### config.mk
export PLATFORM = sky130hd
export DESIGN_NAME = regwin_top
export DESIGN_NICKNAME = d
export VERILOG_FILES = /design/src/rtl/regwin_pkg.sv /design/src/rtl/regwin_sync.sv /design/src/rtl/regwin_regfile.sv /design/src/rtl/regwin_fsm.sv /design/src/rtl/regwin_top.sv
export SDC_FILE = /design/constraint.sdc
export NUM_CORES = 1
export LEC_CHECK = 0
export ABC_AREA = 1
export BUFFER_PORTS_ARGS = -buffer_cell sky130_fd_sc_hd__buf_2
export CORE_MARGIN = 4
export CORE_UTILIZATION = 62
export CTS_CLUSTER_SIZE = 14
export DETAILED_ROUTE_END_ITERATION = 12
export GPL_TIMING_DRIVEN = 0
export PLACE_DENSITY = 0.79
export SLEW_MARGIN = 20
export SYNTH_ARGS = -nofsm -noshare
export SYNTH_HDL_FRONTEND = slang
export SYNTH_SLANG_ARGS = --single-unit
export TNS_END_PERCENT = 100
### constraint.sdc
create_clock -name clk -period 2.4 [get_ports clk]
set_clock_uncertainty 0.05 [all_clocks]
set_input_delay 0.12 -clock clk [delete_from_list [all_inputs] [get_ports clk]]
set_output_delay 0.12 -clock clk [all_outputs]
set_load 0.01 [all_outputs]
### src/rtl/regwin_pkg.sv
package regwin_pkg;

    typedef enum logic [2:0] {
        ST_IDLE      = 3'd0,
        ST_RD_LOCAL  = 3'd1,
        ST_RD_REMOTE = 3'd2,
        ST_WR_LOCAL  = 3'd3,
        ST_WR_REMOTE = 3'd4
    } win_state_t;

endpackage

### src/rtl/regwin_sync.sv
// Multi-stage sampling chain. Used as a synchronizer for strobes and as a
// matching delay line for address and data so all stay aligned.
module regwin_sync #(
    parameter int          W       = 1,
    parameter int          STAGES  = 2,
    parameter logic [W-1:0] RST_VAL = '0
) (
    input  logic         clk,
    input  logic         rst,
    input  logic [W-1:0] din,
    output logic [W-1:0] dout
);

    logic [W-1:0] stg [STAGES];

    genvar gi;
    generate
        for (gi = 0; gi < STAGES; gi++) begin : g_stage
            if (gi == 0) begin : g_first
                always_ff @(posedge clk) begin
                    if (rst) stg[gi] <= RST_VAL;
                    else     stg[gi] <= din;
                end
            end else begin : g_next
                always_ff @(posedge clk) begin
                    if (rst) stg[gi] <= RST_VAL;
                    else     stg[gi] <= stg[gi-1];
                end
            end
        end
    endgenerate

    assign dout = stg[STAGES-1];

endmodule

### src/rtl/regwin_regfile.sv
// On-chip byte window: one synchronous write port, one combinational read port.
module regwin_regfile #(
    parameter int DEPTH  = 64,
    parameter int DATA_W = 8,
    localparam int IDX_W = $clog2(DEPTH)
) (
    input  logic              clk,
    input  logic              rst,
    input  logic              wr_en,
    input  logic [IDX_W-1:0]  wr_idx,
    input  logic [DATA_W-1:0] wr_byte,
    input  logic [IDX_W-1:0]  rd_idx,
    output logic [DATA_W-1:0] rd_byte
);

    logic [DATA_W-1:0] mem [DEPTH];

    always_ff @(posedge clk) begin
        if (rst) begin
            for (int i = 0; i < DEPTH; i++) mem[i] <= '0;
        end else if (wr_en) begin
            mem[wr_idx] <= wr_byte;
        end
    end

    assign rd_byte = mem[rd_idx];

endmodule

### src/rtl/regwin_fsm.sv
// Access tracker working on the synchronized strobes and aligned address/data.
module regwin_fsm
    import regwin_pkg::*;
#(
    parameter int ADDR_W    = 17,
    parameter int DATA_W    = 8,
    parameter int WIN_DEPTH = 64,
    localparam int IDX_W    = $clog2(WIN_DEPTH)
) (
    input  logic              clk,
    input  logic              rst,
    input  logic              ce_s_n,
    input  logic              oe_s_n,
    input  logic              we_s_n,
    input  logic [ADDR_W-1:0] addr_s,
    input  logic [DATA_W-1:0] data_s,
    output win_state_t        state,
    output logic              commit_en,
    output logic [IDX_W-1:0]  commit_idx,
    output logic [DATA_W-1:0] commit_byte
);

    win_state_t state_nx;
    logic       wr_term;
    logic       rd_term;
    logic       in_win_s;

    logic [ADDR_W-1:0] addr_hold;
    logic [DATA_W-1:0] data_hold;

    assign wr_term  = !ce_s_n && !we_s_n;
    assign rd_term  = !ce_s_n && !oe_s_n && we_s_n;
    assign in_win_s = (addr_s < ADDR_W'(WIN_DEPTH));

    // Next-state selection
    always_comb begin
        state_nx = state;
        unique case (state)
            ST_IDLE: begin
                if (wr_term)      state_nx = in_win_s ? ST_WR_LOCAL : ST_WR_REMOTE;
                else if (rd_term) state_nx = in_win_s ? ST_RD_LOCAL : ST_RD_REMOTE;
            end
            ST_RD_LOCAL: begin
                if (!rd_term)      state_nx = ST_IDLE;
                else if (!in_win_s) state_nx = ST_RD_REMOTE;
            end
            ST_RD_REMOTE: begin
                if (!rd_term)     state_nx = ST_IDLE;
                else if (in_win_s) state_nx = ST_RD_LOCAL;
            end
            ST_WR_LOCAL: begin
                if (!wr_term) state_nx = ST_IDLE;
            end
            ST_WR_REMOTE: begin
                if (!wr_term) state_nx = ST_IDLE;
            end
            default: state_nx = ST_IDLE;
        endcase
    end

    // State register
    always_ff @(posedge clk) begin
        if (rst) state <= ST_IDLE;
        else     state <= state_nx;
    end

    // Hold the last address/data seen while the write term is active
    always_ff @(posedge clk) begin
        if (rst) begin
            addr_hold <= '0;
            data_hold <= '0;
        end else if (wr_term) begin
            addr_hold <= addr_s;
            data_hold <= data_s;
        end
    end

    // Outputs
    always_comb begin
        commit_en = 1'b0;
        unique case (state)
            ST_WR_LOCAL: commit_en = !wr_term;
            ST_IDLE, ST_RD_LOCAL, ST_RD_REMOTE, ST_WR_REMOTE: commit_en = 1'b0;
            default: commit_en = 1'b0;
        endcase
    end

    assign commit_idx  = addr_hold[IDX_W-1:0];
    assign commit_byte = data_hold;

endmodule

### src/rtl/regwin_top.sv
module regwin_top
    import regwin_pkg::*;
#(
    parameter int ADDR_W      = 17,
    parameter int DATA_W      = 8,
    parameter int WIN_DEPTH   = 64,
    parameter int SYNC_STAGES = 2
) (
    input  logic              clk,
    input  logic              rst,
    input  logic [ADDR_W-1:0] addr,
    input  logic              ce_n,
    input  logic              oe_n,
    input  logic              we_n,
    input  logic [DATA_W-1:0] wr_data,
    output logic [DATA_W-1:0] rd_data,
    output logic              rd_drive,
    output logic              ram_oe_n
);

    localparam int IDX_W = $clog2(WIN_DEPTH);
    localparam int PIPE_W = ADDR_W + DATA_W;

    logic [2:0]        ctl_s;
    logic [PIPE_W-1:0] pipe_s;
    win_state_t        state;
    logic              commit_en;
    logic [IDX_W-1:0]  commit_idx;
    logic [DATA_W-1:0] commit_byte;
    logic [DATA_W-1:0] rf_q;
    logic              in_win;

    regwin_sync #(.W(3), .STAGES(SYNC_STAGES), .RST_VAL(3'b111)) u_ctl_sync (
        .clk (clk),
        .rst (rst),
        .din ({ce_n, oe_n, we_n}),
        .dout(ctl_s)
    );

    regwin_sync #(.W(PIPE_W), .STAGES(SYNC_STAGES), .RST_VAL('0)) u_dat_pipe (
        .clk (clk),
        .rst (rst),
        .din ({addr, wr_data}),
        .dout(pipe_s)
    );

    regwin_fsm #(.ADDR_W(ADDR_W), .DATA_W(DATA_W), .WIN_DEPTH(WIN_DEPTH)) u_fsm (
        .clk        (clk),
        .rst        (rst),
        .ce_s_n     (ctl_s[2]),
        .oe_s_n     (ctl_s[1]),
        .we_s_n     (ctl_s[0]),
        .addr_s     (pipe_s[PIPE_W-1:DATA_W]),
        .data_s     (pipe_s[DATA_W-1:0]),
        .state      (state),
        .commit_en  (commit_en),
        .commit_idx (commit_idx),
        .commit_byte(commit_byte)
    );

    regwin_regfile #(.DEPTH(WIN_DEPTH), .DATA_W(DATA_W)) u_rf (
        .clk    (clk),
        .rst    (rst),
        .wr_en  (commit_en),
        .wr_idx (commit_idx),
        .wr_byte(commit_byte),
        .rd_idx (addr[IDX_W-1:0]),
        .rd_byte(rf_q)
    );

    assign in_win = (addr < ADDR_W'(WIN_DEPTH));

    // Pin-side outputs: the state grants the drive, live strobes gate it
    always_comb begin
        rd_drive = 1'b0;
        unique case (state)
            ST_RD_LOCAL: rd_drive = !rst && in_win && !ce_n && !oe_n && we_n;
            ST_IDLE, ST_RD_REMOTE, ST_WR_LOCAL, ST_WR_REMOTE: rd_drive = 1'b0;
            default: rd_drive = 1'b0;
        endcase
    end

    assign rd_data  = rd_drive ? rf_q : '0;
    assign ram_oe_n = rst || in_win || ce_n || oe_n;

endmodule

# Word level (Yosys, flattened, before mapping)
# Memories as Yosys holds them, arrays and structs flattened.
# Cells that the tools add are included.
# totals
ff_bits	17
ram_bits	568
input_bits	30
output_inout_bits	10
elab_cells	67
n_memories	3
# mem_list
name	depth	word_bits	read_ports	rd_clocked_by_memory_dff	write_ports	line	text
u_rf.mem	64	8	1	0	64	regwin_regfile.sv:16	logic [DATA_W-1:0] mem [DEPTH];
u_dat_pipe.stg	2	25	2	0	2	regwin_sync.sv:14	logic [W-1:0] stg [STAGES];
u_ctl_sync.stg	2	3	2	0	2	regwin_sync.sv:14	
# op_classes
magnitude_cmp	2
eq_ne	8
mux	26
bitwise	4
reduce_logical	21
# ops
cell	count
25-bit 2-to-1 mux	2
17-bit by 7-bit less-than comparator with 1-bit output (second input constant)	2
3-bit 2-to-1 mux	10
8-bit 2-to-1 mux	2
3-bit one-hot mux with 4 select lines	1
1-bit 2-to-1 mux	9
8-bit OR reduction	1
1-bit logical AND	7
1-bit logical NOT	7
3-bit by 2-bit == test with 1-bit output (second input constant)	2
6-bit 2-to-1 mux	1
3-bit inequality test (second input constant)	2
1-bit bitwise OR	4
4-bit AND reduction	1
3-bit by 1-bit == test with 1-bit output (second input constant)	1
3-bit == test (second input constant)	1
3-bit logical NOT	1
1-bit logical OR	3
3-bit by 1-bit inequality test with 1-bit output (second input constant)	1
2-bit 2-to-1 mux	1
2-bit inequality test (second input constant)	1
2-bit OR reduction	1

# Depth between registers and ports, before layout
# An unclocked memory read counts as a cell.
# logic_depth
ltp_word	10
ltp_mapped	12
ltp_nobuf	9

# Cells and area by module
# From an unflattened synthesis, not the netlist that was laid out.
# hier_totals
cells_unflattened	2780
area_unflattened_um2	26213.9
# by_module_without_submodules
mod	instances	cells_each	area_per_inst_um2	seq_area_each_um2
regwin_regfile	1	2448	23582.6	15374.7
regwin_sync (u_dat_pipe)	1	156	1443.9	1001.0
regwin_fsm	1	123	850.8	340.3
regwin_sync (u_ctl_sync)	1	19	168.9	120.1
regwin_top	1	34	167.7	0.0

# Least setup slack after synthesis
# Ideal clock, no wire load.
# synth_timing
path_kind	register to register
start	register u_fsm.addr_hold[2]
end	memory u_rf.mem[45][0], enable pin
setup_ns	0.329
t_arrival_ns	1.704
required_time_ns	2.021
slack_ns	0.317
path_stages_with_launch	6
path_buffers	1
period_less_slack_ns	2.083
path_cell_list	dfxtp_1 buf_2 clkinv_1 nor3_1 nand2_2 nand2_1
# synth_lines
item	line	text
start: declaration	regwin_fsm.sv:28	logic [ADDR_W-1:0] addr_hold;
start signal: assignment	regwin_fsm.sv:73	addr_hold <= addr_s;
end: declaration	regwin_regfile.sv:16	

# Worst setup path after layout
# layout_timing
start	input addr[3]
end	output rd_data[3]
# layout_via
elab_chain_cells	7
word_cells_on_any_way	8
cone_classes	order compare: 1; mux: 2; reduce/logical: 4; memory: 1
# layout_rtl
item	line	text
start: declaration	regwin_top.sv:11	input logic [ADDR_W-1:0] addr,
17-bit by 7-bit less-than comparator with 1-bit output	regwin_top.sv:71	assign in_win = (addr < ADDR_W'(WIN_DEPTH));
1-bit logical AND (4 in series)	regwin_top.sv:77	ST_RD_LOCAL: rd_drive = !rst && in_win && !ce_n && !oe_n && we_n;
1-bit 2-to-1 mux	regwin_top.sv:76	unique case (state)
8-bit 2-to-1 mux *	regwin_top.sv:83	assign rd_data = rd_drive ? rf_q : '0;
end: declaration	regwin_top.sv:16	output logic [DATA_W-1:0] rd_data,
# Every way passes the cells marked *; elsewhere a longest branch is shown, timed or not.

==> metrics.md <==
| Metric | Value |
|---|---|
| Async SR Flop Fraction | `0%` |
| Layout cells sized above 1 | `14.5%` |
| Antenna-violating nets left | `0` |
| Crit-path max FO | `10` |
| Simple-gate area share of the yosys netlist | `29.7%` |
| Worst r2r dst | `u_rf.mem[57][2]` |
| Post-DR vias/cell | `6.41` |
| Required @ worst endpoint | `2.23 ns` |
| CTS sink cnt | `585` |
| Clock Latency Late Sink | `0.63 ns` |
| Hold Path Depth | `3` |
| Layout Nets | `2873` |
| Die W | `212 um` |
| Post-synth top area share | `59.8%` |
| Hpwl dp | `64100 um` |
| Vias in the first global route | `20.8k` |
| Hold path endpoint | `u_dat_pipe.stg[0][14]` |
| H-tree Lvls | `2` |
| Placed Instances | `3252` |
| Top-Level Pins | `40` |
| Main combinational cell family by area after synthesis | `simple AND/OR/NAND/NOR gates` |
| List of most frequent post-synthesis cells | `643 x nand2_1, 602 x nor2_1, 512 x edfxtp_1` |
| Hold_sp | `rst` |
| Initial core utilization | `62.8%` |
| Worst Setup Path Type | `input pin to primary output` |
| P per Cell Area | `748 nW/um2` |
| Tcrit/Tclk final | `102%` |
| Post-synth EDFFs | `512` |
| Hold Crit Class | `input pin to register` |
| Die area | `44800 um2` |
| Cell row count | `74` |
| Gr usage total | `41.9%` |
| Xor/xnor share of the synthesized area | `0%` |
| Critical path arrival | `2.27 ns` |
| # setup viols final | `12` |
| Highest Clock Rate | `0.410 GHz` |
| Overflow after GRT | `0` |
| R2r worst-path depth | `7` |
| DR WL/cell | `27.8 um` |
| Clk pin slew, worst setup/hold paths | `0.06 ns` |
| YS warnings | `0` |
| Gpl congestion | `1.03` |
| Post-route insts no fill | `3421` |
| Area grow syn2layout | `15.7%` |
| CP Launch Point | `addr[3]` |
| DP Worst Slack | `-0.819 ns` |
| Reg-to-reg setup timing slack | `0.02 ns` |
| Final setup margin | `-0.0400 ns` |
| Net Count, Synth | `2715` |
| Detailed Route WL | `95100 um` |
| Violated checks | `capacitance limit, slew limit, setup timing` |
| Worst-margin pin slew | `1.55 ns` |
| Final Critical Period | `2.44 ns` |
| Yosys cell types | `26` |
| Final Max Tran Viols | `12` |
| Crit path capture type | `primary output` |
| Leading area contributor after synthesis | `edfxtp_1` |
| Clock buffer count from CTS | `56` |
| DRT iter0 DRCs | `3697` |
| RSZ-0062 raised after global routing | `yes` |
| TritonCTS clock tree | `built` |
| First-pass GRT wire length | `134000 um` |
| Max cap viols | `1` |
| Die Y | `212 um` |
| Leakage | `10.9 nW` |
| Pin count of the biggest net entering global routing | `15` |
| Clock root cell | `clkbuf_16` |
| Multiplexer share of the synthesized area | `0%` |
| Status | `complete, but fails checks` |
| Slew margin rel. | `-3.39%` |
| Max clock buf depth | `3` |
| Yosys reg bits | `585` |
| Count of input and output buffers | `34` |
| Beginning of the worst register-to-register path | `u_ctl_sync.stg[1][0]` |
| Crit start category | `input pin` |
| Top-count cell post-synth | `nand2_1` |
| Worst IR drop on VDD | `0.826 mV` |
| Antenna violations before repair | `5` |
| Synth Area in Compound Gates | `0.798%` |
| Final hold vios | `0` |
| Top FF cell, synth | `edfxtp_1` |
| Avg Synthesized Cell Area | `9.57 um2` |
| Sequential fraction of the synthesis area | `65.5%` |
| Post-Synth Adder-Cell Area | `0.0487%` |
| # DRC | `0` |
| Total number of vias | `21.9k` |
| Cells after Synth | `2684` |
| Drt pass-1 iters | `8` |
| Synth top area cells | `edfxtp_1 60%, nand3_1 9.6%, nand2_1 9.4%` |
| Core ar. | `40900 um2` |
| Syn Std Cell Area | `25700 um2` |
==> report_power, final <==
| part | switching (mW) | leakage [nW] | internal [mW] | total (mW) |
|---|---|---|---|---|
| Sequential | 0.126 | 5.89 | 11.4 | 11.5 |
| Clock | 3.91 | 0.871 | 4.88 | 8.79 |
| Combinational | 1.47 | 4.16 | 0.488 | 1.96 |
==> timing repair <==
| action | in CTS | in global routing |
|---|---|---|
| hold endpoints to repair | 25 | 0 |
| setup buffers | 31 | 9 |
| pin swaps | 15 | 4 |
| hold buffers | 24 | 0 |
| setup endpoints to repair | 763 | 460 |
| gates resized for setup | 190 | 144 |
==> state kept, by name, summed over array words and instances (netlist names) <==
register	cells
u_rf.mem	512
u_dat_pipe.stg	50
u_fsm.commit_byte	8
u_ctl_sync.stg	6
u_fsm.addr_hold	6
u_fsm.state	3
==> cell type report <==
cell class	count	area [um2]
Sequential cell	585	16800
Fill cell	2940	11200
Multi-Input combinational cell	1835	8310
Clock buffer	70	1480
Buffer	189	1000
Timing Repair Buffer	100	867
Tap cell	532	666
Inverter	75	293
Clock inverter	32	288
Antenna cell	3	7.51
==> worst max path at each step <==
stage                      endpoint  slack (ns)  cells past startpoint
floorplan           u_rf.mem[45][0]        0.32                      5
global placement    u_rf.mem[61][4]       -1.08                      7
detailed placement  u_rf.mem[59][3]       -0.82                      7
CTS                 u_rf.mem[31][6]       -0.12                      7
global route        u_rf.mem[57][3]       -0.03                      7
finish                   rd_data[3]       -0.04                      8
==> routing by layer <==
layer  share of wire [%]  track usage [%]
met1                  34             55.3
met2                  43             61.9
met3                  16             14.3
met4                 6.7             22.3
met5                0.12             1.08
==> kinds of logic (layout without fill, tap and decap cells) <==
group                      count (synthesis)  count (layout)
DFF                                      585             585
other                                      0               3
and+or+nand+nor                         1794            1794
adders and majority gates                  1               1
AOI/OAI and AO/OA                         40              40
buffers and inverters                    264             466
==> per-stage QoR <==
| step | setup TNS [ns] | power [mW] | hold WS [ns] | util, % | cell area, um2 |
|---|---|---|---|---|---|
| floorplan | 0 | 12.6 | 0.174 | - | 25700 |
| finish | -0.189 | 22.3 | 0.0830 | 72.7 | 29700 |
| global route | -1.32 | 22.7 | 0.114 | 72.7 | 29700 |
| global placement | -256.03 | 13.3 | 0.276 | 64.8 | 26500 |
| CTS | -2.71 | 21.9 | 0.0427 | 71.7 | 29300 |
| detailed placement | -230.23 | 13.4 | 0.284 | 64.9 | 26600 |
==> worst max-delay path, stage by stage <==
cell and delay [ns]:
clkbuf_2 0.30, clkbuf_1 0.79, nand3_1 0.46, nand3_1 0.18, nand2_1 0.06, nor2_1 0.13
nor2_1 0.08, buf_2 0.14
==> cells in the final DEF (no fill, tap or decap), drive strengths merged <==
cell	count
a21oi	20
a31o	1
buf	120
bufinv	5
clkbuf	214
clkdlybuf4s18	1
clkinv	28
clkinvlp	2
dfxtp	73
diode	3
dlygate4sd3	24
edfxtp	512
ha	1
inv	72
nand2	668
nand3	491
nand4	5
nor2	602
nor3	17
nor4	7
o21ai	18
o22ai	1
or2	4
Power figures use the tool's default switching activity.
